**config.mk**
```make
export PLATFORM = sky130hd
export DESIGN_NAME = chan_rx_fifo
export DESIGN_NICKNAME = d
export VERILOG_FILES = /design/src/rtl/chan_rx_pkg.sv /design/src/rtl/chan_rx_arb.sv /design/src/rtl/chan_rx_store.sv /design/src/rtl/chan_rx_regs.sv /design/src/rtl/chan_rx_fifo.sv
export SDC_FILE = /design/constraint.sdc
export NUM_CORES = 1
export LEC_CHECK = 0
export CORE_ASPECT_RATIO = 0.75
export CORE_MARGIN = 10
export CORE_UTILIZATION = 30
export CTS_BUF_LIST = sky130_fd_sc_hd__clkbuf_4
export CTS_CLUSTER_DIAMETER = 60
export DETAILED_ROUTE_END_ITERATION = 10
export DONT_BUFFER_PORTS = 1
export GPL_ROUTABILITY_DRIVEN = 0
export PLACE_DENSITY = 0.4
export REMOVE_ABC_BUFFERS = 1
export SETUP_SLACK_MARGIN = 0.1
export SYNTH_ARGS = -nofsm -noshare
export SYNTH_HDL_FRONTEND = slang
export SYNTH_SLANG_ARGS = --single-unit
```
**constraint.sdc**
```tcl
create_clock -name clk -period 14.6 [get_ports clk]
set_clock_uncertainty 0.05 [all_clocks]
set_input_delay 1.46 -clock clk [delete_from_list [all_inputs] [get_ports clk]]
set_output_delay 1.46 -clock clk [all_outputs]
set_load 0.1 [all_outputs]
```
**src/rtl/chan_rx_pkg.sv**
```systemverilog
package chan_rx_pkg;
   localparam int BUS_W      = 32;
   localparam int ADDR_W     = 2;
   localparam int C0_GEN_BIT = 7;
   localparam int C0_CLR_BIT = 6;
   localparam int C0_HD_BIT  = 4;
   localparam int C1_FLUSH   = 31;
   localparam int ST_CNT_LSB = 28;

   typedef enum logic [ADDR_W-1:0] {
      REG_CTRLA = 2'd0,
      REG_CTRLB = 2'd1,
      REG_STAT  = 2'd2,
      REG_DATA  = 2'd3
   } reg_sel_e;
endpackage

```
**src/rtl/chan_rx_arb.sv**
```systemverilog
module chan_rx_arb #(
   parameter int NUM_CH = 8,
   parameter int DATA_W = 32
) (
   input  logic [NUM_CH-1:0]        req,
   input  logic [NUM_CH*DATA_W-1:0] data_flat,
   output logic                     any,
   output logic [NUM_CH-1:0]        gnt,
   output logic [DATA_W-1:0]        gnt_data
);
   logic [NUM_CH:0] lower;

   assign lower[0] = 1'b0;
   generate
      for (genvar c = 0; c < NUM_CH; c++) begin : g_pri
         assign gnt[c]     = req[c] & ~lower[c];
         assign lower[c+1] = lower[c] | req[c];
      end
   endgenerate

   assign any = lower[NUM_CH];

   always_comb begin
      gnt_data = '0;
      for (int c = 0; c < NUM_CH; c++) begin
         gnt_data = gnt_data | (data_flat[c*DATA_W +: DATA_W] & {DATA_W{gnt[c]}});
      end
   end
endmodule

```
**src/rtl/chan_rx_store.sv**
```systemverilog
module chan_rx_store #(
   parameter int DATA_W = 32,
   parameter int DEPTH  = 8,
   localparam int PTR_W = (DEPTH > 1) ? $clog2(DEPTH) : 1,
   localparam int CNT_W = $clog2(DEPTH + 1)
) (
   input  logic              clk,
   input  logic              rst_n,
   input  logic              flush,
   input  logic              push,
   input  logic [DATA_W-1:0] push_data,
   input  logic              pop,
   output logic [DATA_W-1:0] head,
   output logic [CNT_W-1:0]  count,
   output logic              full,
   output logic              empty
);
   logic [DATA_W-1:0] mem [DEPTH];
   logic [PTR_W-1:0]  wr_ptr, rd_ptr, wr_nxt, rd_nxt;

   generate
      if ((DEPTH & (DEPTH - 1)) == 0) begin : g_pow2
         assign wr_nxt = wr_ptr + 1'b1;
         assign rd_nxt = rd_ptr + 1'b1;
      end else begin : g_wrap
         assign wr_nxt = (wr_ptr == PTR_W'(DEPTH - 1)) ? '0 : wr_ptr + 1'b1;
         assign rd_nxt = (rd_ptr == PTR_W'(DEPTH - 1)) ? '0 : rd_ptr + 1'b1;
      end
   endgenerate

   assign head  = mem[rd_ptr];
   assign full  = (count == CNT_W'(DEPTH));
   assign empty = (count == '0);

   always_ff @(posedge clk) begin
      if (push && !flush) mem[wr_ptr] <= push_data;
   end

   always_ff @(posedge clk or negedge rst_n) begin
      if (!rst_n) begin
         wr_ptr <= '0;
         rd_ptr <= '0;
         count  <= '0;
      end else if (flush) begin
         wr_ptr <= '0;
         rd_ptr <= '0;
         count  <= '0;
      end else begin
         if (push) wr_ptr <= wr_nxt;
         if (pop)  rd_ptr <= rd_nxt;
         case ({push, pop})
            2'b10:   count <= count + 1'b1;
            2'b01:   count <= count - 1'b1;
            default: count <= count;
         endcase
      end
   end
endmodule

```
**src/rtl/chan_rx_regs.sv**
```systemverilog
module chan_rx_regs
   import chan_rx_pkg::*;
#(
   parameter int NUM_CH = 8,
   parameter int DATA_W = 32,
   parameter int CNT_W  = 4
) (
   input  logic              clk,
   input  logic              rst_n,
   input  logic              bus_sel,
   input  logic              bus_wr,
   input  logic [ADDR_W-1:0] bus_addr,
   input  logic [BUS_W-1:0]  bus_wdata,
   output logic [BUS_W-1:0]  bus_rdata,
   output logic              bus_ready,
   input  logic [CNT_W-1:0]  fill_cnt,
   input  logic              empty,
   input  logic [DATA_W-1:0] head,
   input  logic [NUM_CH-1:0] ovf_set,
   output logic              glob_en,
   output logic              hang_dis,
   output logic [NUM_CH-1:0] ch_en,
   output logic              flush,
   output logic              pop,
   output logic [NUM_CH-1:0] ovf_flags
);
   logic              wr_a, wr_b, rd_data, ovf_clr;
   logic [DATA_W-1:0] last_rd_q;
   reg_sel_e          sel_reg;

   assign sel_reg = reg_sel_e'(bus_addr);
   assign wr_a    = bus_sel &  bus_wr & (sel_reg == REG_CTRLA);
   assign wr_b    = bus_sel &  bus_wr & (sel_reg == REG_CTRLB);
   assign rd_data = bus_sel & ~bus_wr & (sel_reg == REG_DATA);

   assign bus_ready = ~(rd_data & empty & ~hang_dis);
   assign pop       = rd_data & ~empty;
   assign ovf_clr   = wr_a & bus_wdata[C0_CLR_BIT];
   assign flush     = (wr_b & bus_wdata[C1_FLUSH]) |
                      (wr_a & glob_en & ~bus_wdata[C0_GEN_BIT]);

   always_ff @(posedge clk or negedge rst_n) begin
      if (!rst_n) begin
         glob_en   <= 1'b0;
         hang_dis  <= 1'b0;
         ch_en     <= '0;
         ovf_flags <= '0;
         last_rd_q <= '0;
      end else begin
         if (wr_a) begin
            glob_en  <= bus_wdata[C0_GEN_BIT];
            hang_dis <= bus_wdata[C0_HD_BIT];
         end
         if (wr_b) ch_en <= bus_wdata[NUM_CH-1:0];
         ovf_flags <= (ovf_clr ? '0 : ovf_flags) | ovf_set;
         if (pop) last_rd_q <= head;
      end
   end

   always_comb begin
      bus_rdata = '0;
      case (sel_reg)
         REG_CTRLA: begin
            bus_rdata[C0_GEN_BIT] = glob_en;
            bus_rdata[C0_HD_BIT]  = hang_dis;
         end
         REG_CTRLB: bus_rdata[NUM_CH-1:0] = ch_en;
         REG_STAT: begin
            bus_rdata[ST_CNT_LSB +: CNT_W] = fill_cnt;
            bus_rdata[NUM_CH-1:0]          = ovf_flags;
         end
         REG_DATA: bus_rdata[DATA_W-1:0] = empty ? last_rd_q : head;
         default:  bus_rdata = '0;
      endcase
   end
endmodule

```
**src/rtl/chan_rx_fifo.sv**
```systemverilog
module chan_rx_fifo
   import chan_rx_pkg::*;
#(
   parameter int NUM_CH = 8,
   parameter int DATA_W = 32,
   parameter int DEPTH  = 8,
   localparam int CNT_W = $clog2(DEPTH + 1)
) (
   input  logic                     clk,
   input  logic                     rst_n,
   input  logic [NUM_CH-1:0]        ch_valid,
   input  logic [NUM_CH*DATA_W-1:0] ch_data,
   input  logic                     bus_sel,
   input  logic                     bus_wr,
   input  logic [1:0]               bus_addr,
   input  logic [31:0]              bus_wdata,
   output logic [31:0]              bus_rdata,
   output logic                     bus_ready
);
   generate
      if (NUM_CH < 1 || NUM_CH > ST_CNT_LSB) begin : g_bad_ch
         $error("NUM_CH must be 1..28");
      end
      if (DEPTH < 2 || ST_CNT_LSB + CNT_W > BUS_W) begin : g_bad_depth
         $error("DEPTH must be 2..15");
      end
      if (DATA_W < 1 || DATA_W > BUS_W) begin : g_bad_width
         $error("DATA_W must be 1..32");
      end
   endgenerate

   logic              glob_en, hang_dis, flush, pop, accept;
   logic              any_req, fifo_full, fifo_empty;
   logic [NUM_CH-1:0] ch_en, eligible, gnt, ovf_set, ovf_flags;
   logic [DATA_W-1:0] gnt_data, head;
   logic [CNT_W-1:0]  fill_cnt;

   assign eligible = ch_valid & ch_en & {NUM_CH{glob_en}};
   assign accept   = any_req & ~flush & (~fifo_full | pop);
   assign ovf_set  = eligible & ~(gnt & {NUM_CH{accept}}) & {NUM_CH{fifo_full}};

   chan_rx_arb #(.NUM_CH(NUM_CH), .DATA_W(DATA_W)) u_arb (
      .req(eligible), .data_flat(ch_data), .any(any_req),
      .gnt(gnt), .gnt_data(gnt_data)
   );

   chan_rx_store #(.DATA_W(DATA_W), .DEPTH(DEPTH)) u_store (
      .clk(clk), .rst_n(rst_n), .flush(flush), .push(accept),
      .push_data(gnt_data), .pop(pop), .head(head), .count(fill_cnt),
      .full(fifo_full), .empty(fifo_empty)
   );

   chan_rx_regs #(.NUM_CH(NUM_CH), .DATA_W(DATA_W), .CNT_W(CNT_W)) u_regs (
      .clk(clk), .rst_n(rst_n), .bus_sel(bus_sel), .bus_wr(bus_wr),
      .bus_addr(bus_addr), .bus_wdata(bus_wdata), .bus_rdata(bus_rdata),
      .bus_ready(bus_ready), .fill_cnt(fill_cnt), .empty(fifo_empty),
      .head(head), .ovf_set(ovf_set), .glob_en(glob_en), .hang_dis(hang_dis),
      .ch_en(ch_en), .flush(flush), .pop(pop), .ovf_flags(ovf_flags)
   );
endmodule

```
**Word-level counts from Yosys, hierarchy flattened**

Memory sizes are Yosys's and may differ from the RTL's.
Index checks and enable logic that the tools add are counted.

- Flip-flop bits (word level): 60
- Bits in writable memories: 256
- Input port bits: 302
- Output and inout bits: 33
- Memories: 1

Memory list:

| memory | depth | bits a word | rd ports | clocked after memory_dff | wr ports | RTL line | source |
|---|---|---|---|---|---|---|---|
| u_store.mem | 8 | 32 | 1 | 0 | 1 | chan_rx_store.sv:18 | `logic [DATA_W-1:0] mem [DEPTH];` |

- Add/subtract/negate cells: 4
- Equality and inequality tests: 6
- Mux-type cells: 16
- Bitwise gates (word level): 66
- Reductions and logical operators: 7

Operators by type and width:

| cell | number |
|---|---|
| $and A32 B32 Y32 | 8 |
| $or A32 B32 Y32 | 7 |
| $and A8 B8 Y8 | 5 |
| $mux W32 | 1 |
| $and A1 B1 Y1 | 21 |
| $mux W20 | 1 |
| $pmux W4 S2 | 2 |
| $not A1 Y1 | 14 |
| $mux W3 | 4 |
| $pmux W4 S3 | 1 |
| $or A1 B1 Y1 | 9 |
| $mux W8 | 1 |
| $not A8 Y8 | 1 |
| $or A8 B8 Y8 | 1 |
| $pmux W1 S4 | 2 |
| $add A3 B1 Y3 const B | 2 |
| $eq A2 B2 Y1 const B | 3 |
| $pmux W2 S3 | 1 |
| $add A4 B1 Y4 const B | 1 |
| $eq A2 B1 Y1 const B | 2 |
| $eq A4 B4 Y1 const B | 1 |
| $logic_not A4 Y1 | 1 |
| $mux W4 | 1 |
| $reduce_bool A2 Y1 | 2 |
| 6 further kinds | 7 |

**Depth between registers and ports, before layout**

Gate-level depths: netlist of run 1.

- Word-level depth: 16
- Depth in mapped cells: 11

**Cells and area by module**

From an unflattened synthesis of run 1, not the netlist that was laid out.

- Cell total of the unflattened synthesis: 893
- Area total of the unflattened synthesis: 14,828.0 µm²

Modules (own cells, without submodules):

| module | times used | cells each | area an instance (µm²) |
|---|---|---|---|
| chan_rx_store | 1 | 447 | 10,395.0 |
| chan_rx_regs | 1 | 204 | 2,560.0 |
| chan_rx_arb | 1 | 212 | 1,636.6 |
| chan_rx_fifo | 1 | 30 | 236.5 |

**Least setup slack after synthesis of run 1**

OpenSTA, ideal clock, no wires.

- Kind: input-to-reg
- Start point: input bus_addr[1]
- End point: memory u_store.mem[4][0], enable pin
- Setup time: 0.513 ns
- Arrival: 5.946 ns
- Setup slack: 8.091 ns
- Stages on the path: 5
- Path buffers: 1
- Cells stage by stage: buf_4 -> and4b_1 -> a222oi_1 -> o41ai_4 -> nor4b_1

- Longest elaborated chain between the ends: 11

Ends and longest elaborated chain:

| what | RTL line | source |
|---|---|---|
| start, declared | chan_rx_fifo.sv:15 | `input logic [1:0] bus_addr,` |
| $logic_not A2 Y1 | chan_rx_regs.sv:32 | `assign wr_a = bus_sel & bus_wr & (sel_reg == REG_CTRLA);` |
| $and A1 B1 Y1 | chan_rx_regs.sv:32 |  |
| $and A1 B1 Y1 (2 in a row) | chan_rx_regs.sv:40 | `(wr_a & glob_en & ~bus_wdata[C0_GEN_BIT]);` |
| $or A1 B1 Y1 | chan_rx_regs.sv:39 | `assign flush = (wr_b & bus_wdata[C1_FLUSH]) \|` |
| $not A1 Y1 | chan_rx_fifo.sv:39 | `assign accept = any_req & ~flush & (~fifo_full \| pop);` |
| $and A1 B1 Y1 (2 in a row) | chan_rx_fifo.sv:39 |  |
| $logic_and A1 B1 Y1 * | chan_rx_store.sv:36 | `if (push && !flush) mem[wr_ptr] <= push_data;` |
| $mux W1 * | chan_rx_store.sv:36 |  |
| $mux W1 (implied by the code) * | chan_rx_store.sv:36 |  |
| end, declared | chan_rx_store.sv:18 |  |

Mark *: on every way between the ends. The rest lies on a longest branch, timed or not.

**Worst setup path in the final report of run 1**

- Start point: register u_store.rd_ptr[0]
- End point: output bus_rdata[4]

- Longest elaborated chain between the ends: 3

Ends and longest elaborated chain:

| what | RTL line | source |
|---|---|---|
| start, declared | chan_rx_store.sv:19 | `logic [PTR_W-1:0] wr_ptr, rd_ptr, wr_nxt, rd_nxt;` |
| start signal, assigned | chan_rx_store.sv:50 | `if (pop) rd_ptr <= rd_nxt;` |
| $mem_v2 Z8 W32 | n/a |  |
| $mux W32 | chan_rx_regs.sv:72 | `REG_DATA: bus_rdata[DATA_W-1:0] = empty ? last_rd_q : head;` |
| $pmux W1 S4 | chan_rx_regs.sv:62 | `case (sel_reg)` |
| end, declared | chan_rx_fifo.sv:17 | `output logic [31:0] bus_rdata,` |

Every way passes these cells.

==> metrics.md, run 1 <==
| Metric | Value |
|---|---|
| Outcome | `complete, no violations` |
| Minimum period implied by the final worst setup slack | `5.797 ns` |
| Post-synthesis simple-gate area fraction | `approximately 7.5%` |
| Max-cap check violation count | `0` |
| DRC viols | `0` |
| Core ar. | `0.04628 mm²` |
| Detail Placement HPWL | `around 28 mm` |
| I/O pins | `around 340` |
| RSZ-0062 raised after global routing | `false` |
| Critical path endpoint category | `primary output` |
| Gr usage total | `15.60%` |
| CTS resizes | `0` |
| Initial antenna violation count | `3` |
| Largest family of logic cells by synthesized area | `multiplexers` |
| Drt wl/cell | `26.58 µm` |
| Clock network fraction of design power | `25.2%` |
| Die Span Y | `between 200 and 250 µm` |
| Final net count | `1,298` |
| CP required | `13.09 ns` |
| Hold Crit Class | `input port to asynchronous set/reset pin` |
| Die width | `about 270 µm` |
| Post-Synth XOR/XNOR Area | `0.3725%` |
| Layout cell share with drive strength beyond 1 | `28.57%` |
| Initial Util | `30.48%` |
| Placed cell area | `0.01522 mm²` |
| Finished Cell Area | `approximately 0.016 mm²` |
| Mux share of post-synthesis cell area | `13.72%` |
| Sw Ratio | `37.66%` |
| Slew Viols, Final | `0` |
| Hold Violations, Final | `0` |
| Fin Setup TNS | `0 ns` |
| Bufs on Longest Clock Path | `3` |
| Largest net degree at the start of global routing | `67` |
| Final setup viols | `0` |
| Synth cell types | `55` |
| CP max FO | `37` |
| Startpoint types | `flip-flop` |
| Sequential Power Share | `41.6%` |
| Yosys warns | `0` |
| Internal power | `2.068 mW` |
| CP arrival | `4.29 ns` |
| Final wirelength | `45.01 mm` |
| Top FF cell, synth | `edfxtp_1` |
| Vias in the first global route | `roughly 9,600` |
| Number of port buffers | `0` |
| Layout area overhead | `16.16%` |
| 1st-iter DRT viols | `763` |
| CTS clk-pin slew, worst paths | `0.07 ns` |
| Post-CTS Setup Bufs | `0` |
| Average cell area after synthesis | `14.84 µm²` |
| Net switching power | `1.249 mW` |
| WS Path Type | `flip-flop to primary output` |
| Number of synthesized flops with an enable pin | `around 260` |
| CTS Buf Count | `84` |
| CTS tree | `done` |
| First drt pass iteration count | `7` |
| Logic pwr share | `33.2%` |
| Hold buffer count at CTS | `0` |
| Syn Std Cell Area | `0.01411 mm²` |
| Total power | `3.317 mW` |
| Final core utilization | `35.41%` |
| Clock Tree Root | `clkbuf_4` |
| Routed Antenna Nets | `0` |
| H-tree levels | `3` |
| DIE AREA | `about 0.056 mm²` |
| Global-route wire length before repair | `65.00 mm` |
| Asr flop ratio synth | `18.99%` |
| Worst Max-Slew Pin Slew | `1.167 ns` |
| Post-Syn Instances | `approximately 950` |
| Clock latency on the worst-skew pair | `0.76 ns` |
| Slew margin rel. | `21.96%` |
| FP Rows | `68` |
| Leak Pwr | `5.489 nW` |
| Post-synthesis compound-gate area fraction | `10.83%` |
| Synth Register Bits | `316` |
| Fin Hold WS | `0.3420 ns` |
| Final worst path period share | `39.71%` |
| Vias | `~9,000` |
| Clock sink count | `316` |
| Overflow left after global routing | `0` |
| Post-DR vias/cell | `5.308` |
| Worst vdd ir | `73.02 µV` |
| Pwr/cell area | `202.4 mW/mm²` |
| Synth Area in Adders | `0.2661%` |
| FMAX | `172.5 MHz` |
| Sequential element share of the synthesized area | `65.13%` |
[registers in the layout, summed over array words and instances (netlist names)]
name and count:
u_store.mem 256, u_regs.glob_en 1, u_store.rd_ptr 3, u_regs.ovf_flags 8, u_store.wr_ptr 3, u_regs.ch_en 8
u_regs.last_rd_q 32, u_store.count 4, u_regs.hang_dis 1
[power groups by stage]
| stage | clock network, mW | logic, mW | registers (mW) |
|---|---|---|---|
| final | 0.834 | 1.10 | 1.38 |
| after global placement | 0 | 1.13 | 1.40 |
| after detailed placement | 0 | 1.13 | 1.40 |
| after global routing | 0.917 | 1.19 | 1.41 |
| after CTS | 0.864 | 1.13 | 1.39 |
| after floorplan | 0 | 0.768 | 1.37 |
[worst max-delay path, stage by stage (launching register included)]
cell,delay [ns]
dfrtp_4,0.93
buf_4,0.66
mux4_2,0.58
mux2i_1,0.18
a21oi_1,0.16
mux4_1,0.99
[cells in the mapped netlist (2+ instances only)]
cell / number / share of area, %
buf_1: 9 / 0.24
a221oi_1: 32 / 2.0
a22oi_1: 42 / 2.2
mux2_2: 9 / 0.72
xnor2_1: 4 / 0.25
clkbuf_1: 53 / 1.4
buf_6: 2 / 0.16
dfrtp_1: 60 / 11
a21oi_1: 4 / 0.14
edfxtp_1: 256 / 54
a21o_1: 2 / 0.11
buf_2: 8 / 0.28
mux2i_1: 34 / 2.4
a211oi_1: 20 / 1.1
o21ai_1: 3 / 0.11
nor4_1: 2 / 0.089
nor2_1: 69 / 1.8
ha_1: 3 / 0.27
a222oi_1: 33 / 2.3
nand2_1: 102 / 2.7
nand2b_1: 2 / 0.089
nand4_1: 2 / 0.089
a22o_1: 2 / 0.12
nor3_1: 7 / 0.25
o31ai_1: 2 / 0.11
nor3b_1: 2 / 0.11
o21ai_0: 53 / 1.9
and3_1: 4 / 0.18
xor2_1: 2 / 0.12
nor2b_1: 3 / 0.13
nand3_1: 37 / 1.3
mux4_2: 64 / 10
mux4_1: 2 / 0.37
[cell usage in the layout, fill, tap and decap left out, types with 32 or more instances in the layout]
| cell | netlist | layout |
|---|---|---|
| mux4_2 | 64 | 64 |
| clkbuf_4 | 0 | 137 |
| nand3_1 | 37 | 37 |
| mux2i_1 | 34 | 34 |
| nor2_1 | 69 | 64 |
| a222oi_1 | 33 | 33 |
| a22oi_1 | 42 | 42 |
| nand2_1 | 102 | 101 |
| edfxtp_1 | 256 | 256 |
| o21ai_0 | 53 | 43 |
| a221oi_1 | 32 | 32 |
| dfrtp_1 | 60 | 57 |
[per-layer routing]
layer | share of wire, % | global-route usage (%) | routed length (µm) | up-vias
li1 | - | - | - | 3992
met1 | 44 | 20.29 | 19790 | 4588
met2 | 48 | 24.85 | 21460 | 353
met3 | 7.1 | 4.869 | 3174 | 54
met4 | 1.3 | 4.005 | 583 | 0
met5 | 0 | 0 | 0 | -
[per-stage QoR]
stage | cells | setup slack, ns
final | 1693 | 8.803
after global routing | 1692 | 8.479
after CTS | 1687 | 8.573
after detailed placement | 1537 | 9.430
after global placement | 1537 | 9.426
after floorplan | 878 | 7.541
[logic make-up after synthesis]
family | Yosys count
AOI/OAI and AO/OA | 202
xor gates and xnor gates | 6
adders and majority gates | 3
buffers and inverters | 74
DFF | 316
muxes | 109
and+or+nand+nor | 241
[final timing paths]
kind / from / endpoint / slack (ns) / cells after the start
min in group clk: u_regs.ovf_flags[4]$_DFF_PN0_ / u_regs.ovf_flags[4]$_DFF_PN0_ / 0.42 / 1
hold / removal: rst_n / u_regs.last_rd_q[27]$_DFFE_PN0P_ / 0.34 / 0
setup reg to reg: u_regs.glob_en$_DFFE_PN0N_ / u_store.mem[3][6]$_DFFE_PP_ / 10.92 / 6
max in group asynchronous: rst_n / u_store.rd_ptr[1]$_DFFE_PN0P_ / 13.96 / 0
setup / recovery: u_store.rd_ptr[0]$_DFFE_PN0P_ / bus_rdata[4] / 8.80 / 5
hold reg to reg: u_regs.ovf_flags[4]$_DFF_PN0_ / u_regs.ovf_flags[4]$_DFF_PN0_ / 0.42 / 1
[layout make-up]
cell class | instances | area (µm²)
clock buffer | 137 | 1028
multi-input combinational | 561 | 5010
clock inverter | 13 | 127.6
antenna | 6 | 15.01
sequential | 316 | 9198
timing repair buffer | 29 | 217.7
fill | 4551 | 29900
inverter | 1 | 3.754
tap | 630 | 788.3
No activity file was read; power rests on OpenSTA's default activity.
==> run 2, diff against run 1 <==
Settings changed: PLACE_DENSITY 0.4 to 0.41.
Clock period 14.6 ns to 4.97 ns, I/O delays scaled along.
==> run 2 against run 1 <==
Compared with the run above: clock power grew to 2.8 times the previous value; core utilization is 0.44 points higher; worst hold slack worse by 0.24 ns; count of clock-buffer cells in the layout is 13 lower; critical path depth is 1 lower; via count is 0.70% lower; die area stayed put; cell count is 0.83% higher; power grew to 2.9 times the previous value; non-clock buffer count is 28 higher; setup slack worse by 8.0 ns; combinational power grew to 3.0 times the previous value; largest cell class unchanged; largest power group unchanged.
==> metrics.md, run 2 (synthesis results as in run 1) <==
| Metric | Value |
|---|---|
| Outcome | `complete, no violations (unchanged)` |
| FP Rows | `68 (unchanged)` |
| Clock latency on the worst-skew pair | `0.74 ns (was 0.76 ns)` |
| CTS clk-pin slew, worst paths | `0.06 ns (was 0.07 ns)` |
| Reg2reg start | `u_regs.glob_en$_DFFE_PN0N_ (unchanged)` |
| Final net count | `1,324 (was 1,298)` |
| Logic pwr share | `34.5% (was 33.2%)` |
| Worst Max-Slew Pin Slew | `1.146 ns (was 1.167 ns)` |
| Crit path capture | `bus_rdata[7] (was bus_rdata[4])` |
| Setup WS post-layout | `0.7930 ns (was 8.803 ns)` |
| DIE AREA | `0.05619 mm² (unchanged)` |
| Clock network fraction of design power | `24.0% (was 25.2%)` |
| Final setup viols | `0 (unchanged)` |
| Reg2reg end | `u_store.mem[6][7]$_DFFE_PP_ (was u_store.mem[3][6]$_DFFE_PP_)` |
| Placed Cells | `1,550 (was 1,537)` |
| Initial Util | `30.48% (unchanged)` |
| Clock sink count | `316 (unchanged)` |
| DRC viols | `0 (unchanged)` |
| Core ar. | `0.04628 mm² (unchanged)` |
| Vias in the first global route | `9,625 (was 9,561)` |
| CP Launch Point | `u_store.rd_ptr[0]$_DFFE_PN0P_ (unchanged)` |
| 1st-iter DRT viols | `692 (was 763)` |
| WS Path Type | `flip-flop to primary output (unchanged)` |
| Detail Placement HPWL | `28.89 mm (was 28.23 mm)` |
| FMAX | `239.4 MHz` |
| Layout Cells excl Fill | `1,707 (was 1,693)` |
| Max reg flops | `256 (unchanged)` |
| Largest Register | `u_store.mem (unchanged)` |
| H-tree levels | `3 (unchanged)` |
| Minimum period implied by the final worst setup slack | `about 4.2 ns` |
| Clock Tree Root | `clkbuf_4 (unchanged)` |
| Critical path endpoint category | `primary output (unchanged)` |
| Worst vdd ir | `169.2 µV (was 73.02 µV)` |
| Initial antenna violation count | `1 (was 3)` |
| Die Span Y | `207.8 µm (unchanged)` |
| Most common cell after layout, fill and taps aside | `edfxtp_1 (unchanged)` |
| Routed Antenna Nets | `0 (unchanged)` |
| Biggest regs | `u_store.mem: 256 flops, u_regs.last_rd_q: 32 flops (unchanged)` |
| Slew Viols, Final | `0 (unchanged)` |
| Pwr/cell area | `582.2 mW/mm² (was 202.4 mW/mm²)` |
| Internal power | `6.025 mW (was 2.068 mW)` |
| Slew margin rel. | `23.53% (was 21.96%)` |
| Leak Pwr | `5.598 nW (was 5.489 nW)` |
| First drt pass iteration count | `7 (unchanged)` |
| Fin Hold WS | `0.09968 ns (was 0.3420 ns)` |
| Drt wl/cell | `25.70 µm (was 26.58 µm)` |
| Bufs on Longest Clock Path | `3 (unchanged)` |
| Overflow left after global routing | `0 (unchanged)` |
| Place WS | `1.403 ns (was 9.430 ns)` |
| CTS tree | `done (unchanged)` |
| Largest net degree at the start of global routing | `61 (was 67)` |
| Max-cap check violation count | `0 (unchanged)` |
| Total power | `9.659 mW (was 3.317 mW)` |
| Final worst path period share | `84.04%` |
| FF-to-FF path depth | `7 (was 6)` |
| Vias | `8,924 (was 8,987)` |
| I/O pins | `335 (unchanged)` |
| Post-CTS Setup Bufs | `0 (unchanged)` |
| Hold Crit Class | `input port to flip-flop (was input port to asynchronous set/reset pin)` |
| Post-DR vias/cell | `5.228 (was 5.308)` |
| Hold Violations, Final | `0 (unchanged)` |
| R2R Setup Slk | `1.41 ns (was 10.92 ns)` |
| Commonest cells after routing, fill and taps aside | `edfxtp_1 (256), clkbuf_4 (124), nand2_1 (101) (was edfxtp_1 (256), clkbuf_4 (137), nand2_1 (101))` |
| CP required | `4.42 ns (was 13.09 ns)` |
| Layout area overhead | `17.60% (was 16.16%)` |
| Number of port buffers | `0 (unchanged)` |
| Final core utilization | `35.85% (was 35.41%)` |
| CP arrival | `3.63 ns (was 4.29 ns)` |
| Net switching power | `3.634 mW (was 1.249 mW)` |
| FILL cells | `4,471 (was 4,551)` |
| RSZ-0062 raised after global routing | `false (unchanged)` |
| Global-route wire length before repair | `64.37 mm (was 65.00 mm)` |
| Startpoint types | `flip-flop (unchanged)` |
| Final wirelength | `43.87 mm (was 45.01 mm)` |
| CP max FO | `31 (was 37)` |
| Gr usage total | `15.34% (was 15.60%)` |
| CTS Buf Count | `82 (was 84)` |
| Sw Ratio | `37.62% (was 37.66%)` |
| Sequential Power Share | `41.5% (was 41.6%)` |
| Layout cell share with drive strength beyond 1 | `28.56% (was 28.57%)` |
| Die width | `270.4 µm (unchanged)` |
[run 2: how the worst min path moves through the flow]
stage                                                 end          start  cells after the start  slack, ns
final                        u_store.count[1]$_DFFE_PN0P_  bus_wdata[31]                      3        0.1
after global routing          u_regs.hang_dis$_DFFE_PN0N_    bus_addr[1]                      3       0.04
after CTS                    u_store.count[1]$_DFFE_PN0P_  bus_wdata[31]                      3       0.01
after detailed placement  u_regs.last_rd_q[8]$_DFFE_PN0P_          rst_n                      0       0.16
after global placement    u_regs.last_rd_q[8]$_DFFE_PN0P_          rst_n                      0       0.16
after floorplan               u_regs.ch_en[0]$_DFFE_PN0P_          rst_n                      0       0.15
[run 2: per-layer routing]
metal,vias to the layer above,GRT usage [%],part of all wire [%]
met3,52,4.477,6.0
met5,-,0,0
met1,4546,19.77,44
met4,0,4.044,1.3
li1,4038,-,-
met2,288,24.83,48
[run 2: power groups by stage]
stage               clock network [mW]  logic, mW  registers, mW
floorplan                            0       2.26           4.03
global placement                     0       3.37           4.07
detailed placement                   0       3.39           4.08
CTS                               2.43       3.42           4.03
global route                      2.56       3.64           4.09
finish                            2.32       3.33           4.01
[run 2: per-stage QoR]
step	area, µm²	TNS, ns
3_5_place_dp	15340	0
4_1_cts	16590	0
2_1_floorplan	13810	-61.80
5_1_grt	16590	0
6_report	16590	0
3_3_place_gp	15340	0
[run 2: timing repair]
action                    CTS  global route
hold endpoints to repair   73             0
hold buffers               15             0
gates resized for setup     0             0
[run 2: worst max-delay path, cell delays in order (launching register included)]
cell	delay (ns)
dfrtp_4	0.88
mux4_2	0.59
mux2i_1	0.32
a21oi_1	0.13
mux4_1	0.97
[run 2: area by class of cell]
class	instances	area, µm²	share of cell area (%)
Sequential cell	316	9198	55.43
Multi-Input combinational cell	561	5015	30.22
Inverter	1	3.754	0.02262
Antenna cell	2	5.005	0.03016
Clock inverter	16	143.9	0.8672
Clock buffer	124	930.9	5.610
Tap cell	630	788.3	4.751
Timing Repair Buffer	57	508.0	3.062
